File: config.mk
export PLATFORM = sky130hd
export DESIGN_NAME = prefix_exec_unit
export DESIGN_NICKNAME = d
export VERILOG_FILES = /design/src/rtl/pxu_pkg.sv /design/src/rtl/pxu_prefix_match.sv /design/src/rtl/pxu_ctrl_reg.sv /design/src/rtl/pxu_latency_timer.sv /design/src/rtl/pxu_alu.sv /design/src/rtl/prefix_exec_unit.sv
export SDC_FILE = /design/constraint.sdc
export NUM_CORES = 1
export LEC_CHECK = 0
export BUFFER_PORTS_ARGS = -buffer_cell sky130_fd_sc_hd__buf_2
export CORE_ASPECT_RATIO = 0.5
export CORE_MARGIN = 10
export CORE_UTILIZATION = 58
export CTS_BUF_LIST = sky130_fd_sc_hd__clkbuf_8
export DETAILED_ROUTE_END_ITERATION = 8
export PLACE_DENSITY = 0.85
export SYNTH_ARGS = -nofsm -noshare
export SYNTH_HDL_FRONTEND = slang
export SYNTH_SLANG_ARGS = --single-unit
File: constraint.sdc
create_clock -name clk -period 3.3 [get_ports clk]
set_clock_uncertainty 0.15 [all_clocks]
set_input_delay 0.165 -clock clk [delete_from_list [all_inputs] [get_ports clk]]
set_output_delay 0.165 -clock clk [all_outputs]
set_load 0.01 [all_outputs]
File: src/rtl/pxu_pkg.sv
package pxu_pkg;
   typedef enum logic [1:0] {
      OP_LOAD = 2'd0,
      OP_ADD  = 2'd1,
      OP_SHL  = 2'd2,
      OP_XOR  = 2'd3
   } pxu_op_e;
   localparam int OP_W = 2;
endpackage

File: src/rtl/pxu_prefix_match.sv
module pxu_prefix_match #(
   parameter int          BUS_W   = 16,
   parameter int          ID_LEN  = 2,
   parameter int unsigned ID_CODE = 1,
   localparam int         CTRL_W  = BUS_W - ID_LEN
) (
   input  logic              cmd_valid,
   input  logic [BUS_W-1:0]  cmd_data,
   output logic              id_hit,
   output logic [CTRL_W-1:0] ctrl_word
);
   localparam logic [ID_LEN-1:0] ID_BITS = ID_LEN'(ID_CODE);

   generate
      if (ID_LEN == 1) begin : g_single
         assign id_hit = cmd_valid && (cmd_data[BUS_W-1] == ID_BITS[0]);
      end else begin : g_multi
         assign id_hit = cmd_valid && (cmd_data[BUS_W-1 -: ID_LEN] == ID_BITS);
      end
   endgenerate

   assign ctrl_word = cmd_data[CTRL_W-1:0];
endmodule

File: src/rtl/pxu_ctrl_reg.sv
module pxu_ctrl_reg
   import pxu_pkg::*;
#(
   parameter int DATA_W = 8
) (
   input  logic              clk,
   input  logic              rst_n,
   input  logic              load,
   input  pxu_op_e           op_in,
   input  logic [DATA_W-1:0] imm_in,
   output pxu_op_e           op_q,
   output logic [DATA_W-1:0] imm_q
);
   always_ff @(posedge clk or negedge rst_n) begin
      if (!rst_n) begin
         op_q  <= OP_LOAD;
         imm_q <= '0;
      end else if (load) begin
         op_q  <= op_in;
         imm_q <= imm_in;
      end
   end
endmodule

File: src/rtl/pxu_latency_timer.sv
module pxu_latency_timer #(
   parameter int LAT_W = 4
) (
   input  logic             clk,
   input  logic             rst_n,
   input  logic             start,
   input  logic [LAT_W-1:0] lat_in,
   output logic             busy,
   output logic             finish
);
   logic [LAT_W-1:0] cnt_q;

   assign finish = busy && (cnt_q == '0);

   always_ff @(posedge clk or negedge rst_n) begin
      if (!rst_n) begin
         busy  <= 1'b0;
         cnt_q <= '0;
      end else if (start) begin
         busy  <= 1'b1;
         cnt_q <= lat_in;
      end else if (finish) begin
         busy  <= 1'b0;
      end else if (busy) begin
         cnt_q <= cnt_q - 1'b1;
      end
   end

   a_r5_busy_while_counting: assert property (@(posedge clk) disable iff (!rst_n)
      (busy && cnt_q != '0) |=> busy);
   a_r5_release_after_zero: assert property (@(posedge clk) disable iff (!rst_n)
      (finish && !start) |=> !busy);
endmodule

File: src/rtl/pxu_alu.sv
module pxu_alu
   import pxu_pkg::*;
#(
   parameter int DATA_W   = 8,
   parameter bit ROTATE   = 1'b0,
   localparam int SH_W    = (DATA_W > 1) ? $clog2(DATA_W) : 1
) (
   input  pxu_op_e           op,
   input  logic [DATA_W-1:0] imm,
   input  logic [DATA_W-1:0] acc,
   output logic [DATA_W-1:0] result
);
   logic [SH_W-1:0]   amount;
   logic [DATA_W-1:0] shifted;

   assign amount = imm[SH_W-1:0];

   generate
      if (ROTATE) begin : g_rotate
         logic [2*DATA_W-1:0] dbl;
         assign dbl     = {acc, acc} << amount;
         assign shifted = dbl[2*DATA_W-1 -: DATA_W];
      end else begin : g_zero_fill
         assign shifted = acc << amount;
      end
   endgenerate

   always_comb begin
      unique case (op)
         OP_LOAD: result = imm;
         OP_ADD:  result = acc + imm;
         OP_SHL:  result = shifted;
         OP_XOR:  result = acc ^ imm;
         default: result = acc;
      endcase
   end
endmodule

File: src/rtl/prefix_exec_unit.sv
module prefix_exec_unit
   import pxu_pkg::*;
#(
   parameter int          BUS_W   = 16,
   parameter int          ID_LEN  = 2,
   parameter int unsigned ID_CODE = 1,
   parameter int          DATA_W  = 8,
   parameter int          LAT_W   = 4,
   parameter bit          ROTATE  = 1'b0
) (
   input  logic              clk,
   input  logic              rst_n,
   input  logic              cmd_valid,
   input  logic [BUS_W-1:0]  cmd_data,
   output logic              busy,
   output logic              done_pulse,
   output logic              flag_bit,
   output logic [DATA_W-1:0] acc_out
);
   localparam int CTRL_W  = BUS_W - ID_LEN;
   localparam int IMM_LO  = 0;
   localparam int LAT_LO  = IMM_LO + DATA_W;
   localparam int OP_LO   = LAT_LO + LAT_W;
   localparam int USED_W  = OP_LO + OP_W;

   generate
      if (ID_LEN < 1 || ID_LEN >= BUS_W) begin : g_bad_len
         $error("identifier length must be between 1 and BUS_W-1");
      end
      if (CTRL_W != USED_W) begin : g_bad_fields
         $error("control fields must fill the bits below the identifier");
      end
      if (ID_CODE >= (64'd1 << ID_LEN)) begin : g_bad_code
         $error("identifier code does not fit its length");
      end
   endgenerate

   logic              id_hit;
   logic [CTRL_W-1:0] ctrl_word;
   logic              accept;
   logic              finish;
   pxu_op_e           op_q;
   logic [DATA_W-1:0] imm_q;
   logic [DATA_W-1:0] acc_q;
   logic [DATA_W-1:0] acc_next;

   pxu_prefix_match #(.BUS_W(BUS_W), .ID_LEN(ID_LEN), .ID_CODE(ID_CODE)) u_match (
      .cmd_valid (cmd_valid),
      .cmd_data  (cmd_data),
      .id_hit    (id_hit),
      .ctrl_word (ctrl_word)
   );

   assign accept = id_hit && !busy;

   pxu_ctrl_reg #(.DATA_W(DATA_W)) u_ctrl (
      .clk    (clk),
      .rst_n  (rst_n),
      .load   (accept),
      .op_in  (pxu_op_e'(ctrl_word[OP_LO +: OP_W])),
      .imm_in (ctrl_word[IMM_LO +: DATA_W]),
      .op_q   (op_q),
      .imm_q  (imm_q)
   );

   pxu_latency_timer #(.LAT_W(LAT_W)) u_timer (
      .clk    (clk),
      .rst_n  (rst_n),
      .start  (accept),
      .lat_in (ctrl_word[LAT_LO +: LAT_W]),
      .busy   (busy),
      .finish (finish)
   );

   pxu_alu #(.DATA_W(DATA_W), .ROTATE(ROTATE)) u_alu (
      .op     (op_q),
      .imm    (imm_q),
      .acc    (acc_q),
      .result (acc_next)
   );

   always_ff @(posedge clk or negedge rst_n) begin
      if (!rst_n) begin
         acc_q      <= '0;
         flag_bit   <= 1'b0;
         done_pulse <= 1'b0;
      end else begin
         done_pulse <= finish;
         if (finish) begin
            acc_q    <= acc_next;
            flag_bit <= 1'b1;
         end else if (accept) begin
            flag_bit <= 1'b0;
         end
      end
   end

   assign acc_out = acc_q;

   a_r3_accept_marks_busy: assert property (@(posedge clk) disable iff (!rst_n)
      accept |=> (busy && !flag_bit));
   a_r2_foreign_ignored: assert property (@(posedge clk) disable iff (!rst_n)
      (!id_hit && !busy) |=> (!busy && $stable(acc_q) && $stable(flag_bit)));
   a_r6_pulse_single: assert property (@(posedge clk) disable iff (!rst_n)
      done_pulse |=> !done_pulse);
   a_r6_pulse_with_flag: assert property (@(posedge clk) disable iff (!rst_n)
      done_pulse |-> (flag_bit && !busy));
   a_r7_latch_frozen: assert property (@(posedge clk) disable iff (!rst_n)
      busy |=> ($stable(op_q) && $stable(imm_q)));
endmodule

==> results.md <==
* Top cells by area in the synthesized netlist: sky130_fd_sc_hd__dfrtp_1 36%, sky130_fd_sc_hd__ha_1 7.1%, sky130_fd_sc_hd__mux2_2 6.4%
* Power per Cell Area at 1030 nW/µm²
* Pwr Total at 2.21 mW
* Grt total ovfl at 0
* Total Nets Final at 262
* Number of setup buffers added after CTS at 0
* Synth cell count leaders: 25 x sky130_fd_sc_hd__dfrtp_1, 18 x sky130_fd_sc_hd__nand2_1, 15 x sky130_fd_sc_hd__nor2_1, 15 x sky130_fd_sc_hd__o21ai_0
* Post-Syn Instances at 189
* Number of global-route vias before repair at 1507
* Iteration count of the initial detailed-routing pass at 4
* Crit start category: flip-flop
* Register clock-pin slew on the reported worst setup and hold paths at 0.10 ns
* Final min period at 2.84 ns
* Chip Height at 58.9 µm
* Flip-flop and latch count after synthesis at 25
* Portion of the post-synthesis area used by sequential elements at 0.356
* Ordered cell list for the critical path: clkinv_1 -> fa_1 -> nand2b_1 -> a21oi_1 -> nor3_1 -> or4b_2 -> a31oi_1
* Most common cell in the netlist: sky130_fd_sc_hd__dfrtp_1
* Overall global routing resource usage at 0.162
* Max-slew headroom at the worst pin at 0.509
* Global placement routability congestion at 0.869
* Via Count at 1682
* CTS max path bufs at 2
* Number of cell rows at 13
* Post-synth EDFFs at 0
* Total area of multi-input combinational cells at 1060 µm²
* # H-tree levels at 1
* Drt drc at 0
* CTS tree: built
* Average wire length per cell after detail routing at 17.7 µm
* Number of antenna violations at the first check in global routing at 0
* Number of top-level design ports at 30
* Synthesis Warnings at 0
* Mean area per synthesized cell at 9.29 µm²
* Fill cell instance count of the final layout at 173
* Combined flip-flop and latch cell area at 626 µm²
* Starting utilization of the core area at 0.643
* CP max stage delay at 0.61 ns
* Total clock sinks at 25
* Path category of the worst min-delay check: primary input to flip-flop
* Library cell used as clock root buffer: sky130_fd_sc_hd__clkbuf_8
* Pin count of the biggest net entering global routing at 26
* Leading area contributor after synthesis: sky130_fd_sc_hd__dfrtp_1
* Net count after synthesis at 219
* Setup repair after global routing missed its margin: no
* Port Buf Inserts at 29
* Area Growth Syn to Fin at 22.6%
* Largest voltage drop on the vdd net at 0.000563 V
* Clock buffers created by TritonCTS at 3
* Result of the run: finished, final reports clean
* DIE AREA at 5760 µm²
* Share of the cycle needed by the critical path after routing at 0.860
* Max Fclk at 0.352 GHz
* Detail Placement HPWL at 3.23 mm
* Inserted Diodes at 0
* Detailed Route Iter0 Violations at 162
* Data arrival time of the critical path at 2.90 ns
* Share of layout cells above drive strength 1 at 0.251
* Critical path type: flip-flop to flip-flop
* Master of the slowest instance on the critical path: sky130_fd_sc_hd__or4b_2
* Count of nets left with antenna violations after detail routing at 0
* Proportion of netlist area held by the largest area contributor at 0.356
* Sum Neg Setup Slack at 0 ns
* Die width at 97.8 µm
* Unique cell type count in the Yosys netlist at 45
* Clock latency at the later pin of the worst-skew pair at 0.29 ns
* Critical Path End Type: flip-flop
* Pins Over Slew Limit at 0
* Slew of the pin with the lowest slew margin at 0.737 ns
* Max capacitance violation total at 0
* Global-route wire length before repair at 7.65 mm
* Core area at 2730 µm²
* Setup Viol. Count Final at 0
* Post-detailed-routing wire length at 4.75 mm
* Standby leakage power at 0.950 nW
* Worst Path Required at 3.37 ns
* Largest fanout on the critical path at 9
* Primary flip-flop cell chosen by synthesis mapping: sky130_fd_sc_hd__dfrtp_1
* Per-cell via count in the routed design at 6.28
* Number of endpoints with negative hold slack in the final report at 0
* Syn Std Cell Area at 1760 µm²
* Async set or reset register ratio after synthesis at 1.00
[critical path: cells and delay by family (launching register included)]
family / cells / cell delay, ns
and+or+nand+nor: 3 / 0.87
buffers and inverters: 1 / 0.30
DFF: 1 / 0.54
adders and majority gates: 1 / 0.51
AOI/OAI and AO/OA: 2 / 0.40
[cell usage in the layout (no fill, tap or decap), types with 5 or more instances in the layout]
master / instances
sky130_fd_sc_hd__buf_2: 29
sky130_fd_sc_hd__dfrtp_1: 25
sky130_fd_sc_hd__nand2_1: 18
sky130_fd_sc_hd__nor2_1: 15
sky130_fd_sc_hd__o21ai_0: 15
sky130_fd_sc_hd__dlygate4sd3_1: 15
sky130_fd_sc_hd__mux2_2: 10
sky130_fd_sc_hd__a21oi_1: 10
sky130_fd_sc_hd__ha_1: 10
sky130_fd_sc_hd__inv_1: 9
sky130_fd_sc_hd__nand3_1: 6
sky130_fd_sc_hd__buf_4: 5
[cell type report]
type | count | area share
Clock inverter | 1 | 0.00407
Tap cell | 37 | 0.0215
Timing Repair Buffer | 49 | 0.155
Clock buffer | 3 | 0.0192
Multi-Input combinational cell | 142 | 0.491
Sequential cell | 25 | 0.291
Inverter | 11 | 0.0192
[sequential cells by signal, summed over array words and instances, names as in the netlist]
signal	count
done_pulse	1
u_timer.cnt_q	4
u_ctrl.imm_q	8
acc_out	8
flag_bit	1
u_ctrl.op_q	2
u_timer.busy	1
[final timing paths]
kind	start	to	slack (ns)	cells after the start
setup / recovery	u_ctrl.imm_q[1]$_DFFE_PN0P_	acc_out[6]$_DFFE_PN0P_	0.46	7
hold / removal	cmd_data[15]	u_timer.cnt_q[0]$_DFFE_PN0P_	0.09	4
setup reg to reg	u_ctrl.imm_q[1]$_DFFE_PN0P_	acc_out[6]$_DFFE_PN0P_	0.46	7
hold reg to reg	flag_bit$_DFFE_PN0P_	flag_bit$_DFFE_PN0P_	0.40	2
max in group asynchronous	rst_n	acc_out[4]$_DFFE_PN0P_	2.34	2
min in group asynchronous	rst_n	u_timer.busy$_DFFE_PN0P_	0.27	2
[repair_timing]
action,in CTS,in global routing
endpoints found under the hold margin,39,0
hold buffers,15,0
gates resized for setup,0,0
[cell families after synthesis]
group	count (synthesis)	synth area share
muxes	17	0.132
adders and majority gates	11	0.0826
AOI/OAI and AO/OA	51	0.192
DFF	25	0.356
xor gates and xnor gates	5	0.0249
buffers and inverters	22	0.0506
and+or+nand+nor	58	0.162
[metrics by stage]
stage	setup WS (ns)	cells	hold WS (ns)	instance area, µm²	utilization
6_report	0.463	268	0.0883	2150	0.788
5_1_grt	0.264	268	0.126	2150	0.788
4_1_cts	0.512	268	0.0884	2150	0.788
3_5_place_dp	0.584	249	0.0431	1950	0.715
3_3_place_gp	0.661	249	0.0341	1950	0.715
2_1_floorplan	0.807	189	-0.281	1760	-
[power breakdown]
group          switching [mW]  internal (mW)
registers               0.233          0.450
logic                   0.700          0.621
clock network           0.119         0.0891
total                    1.05           1.16
[layer usage]
layer  routed length [µm]  track usage  share of wire
met2                 2210        0.264           0.47
met5                    0            0              0
met3                  518       0.0489           0.11
met1                 1970        0.209           0.41
met4                   48       0.0329          0.010
Power figures use the tool's default switching activity.
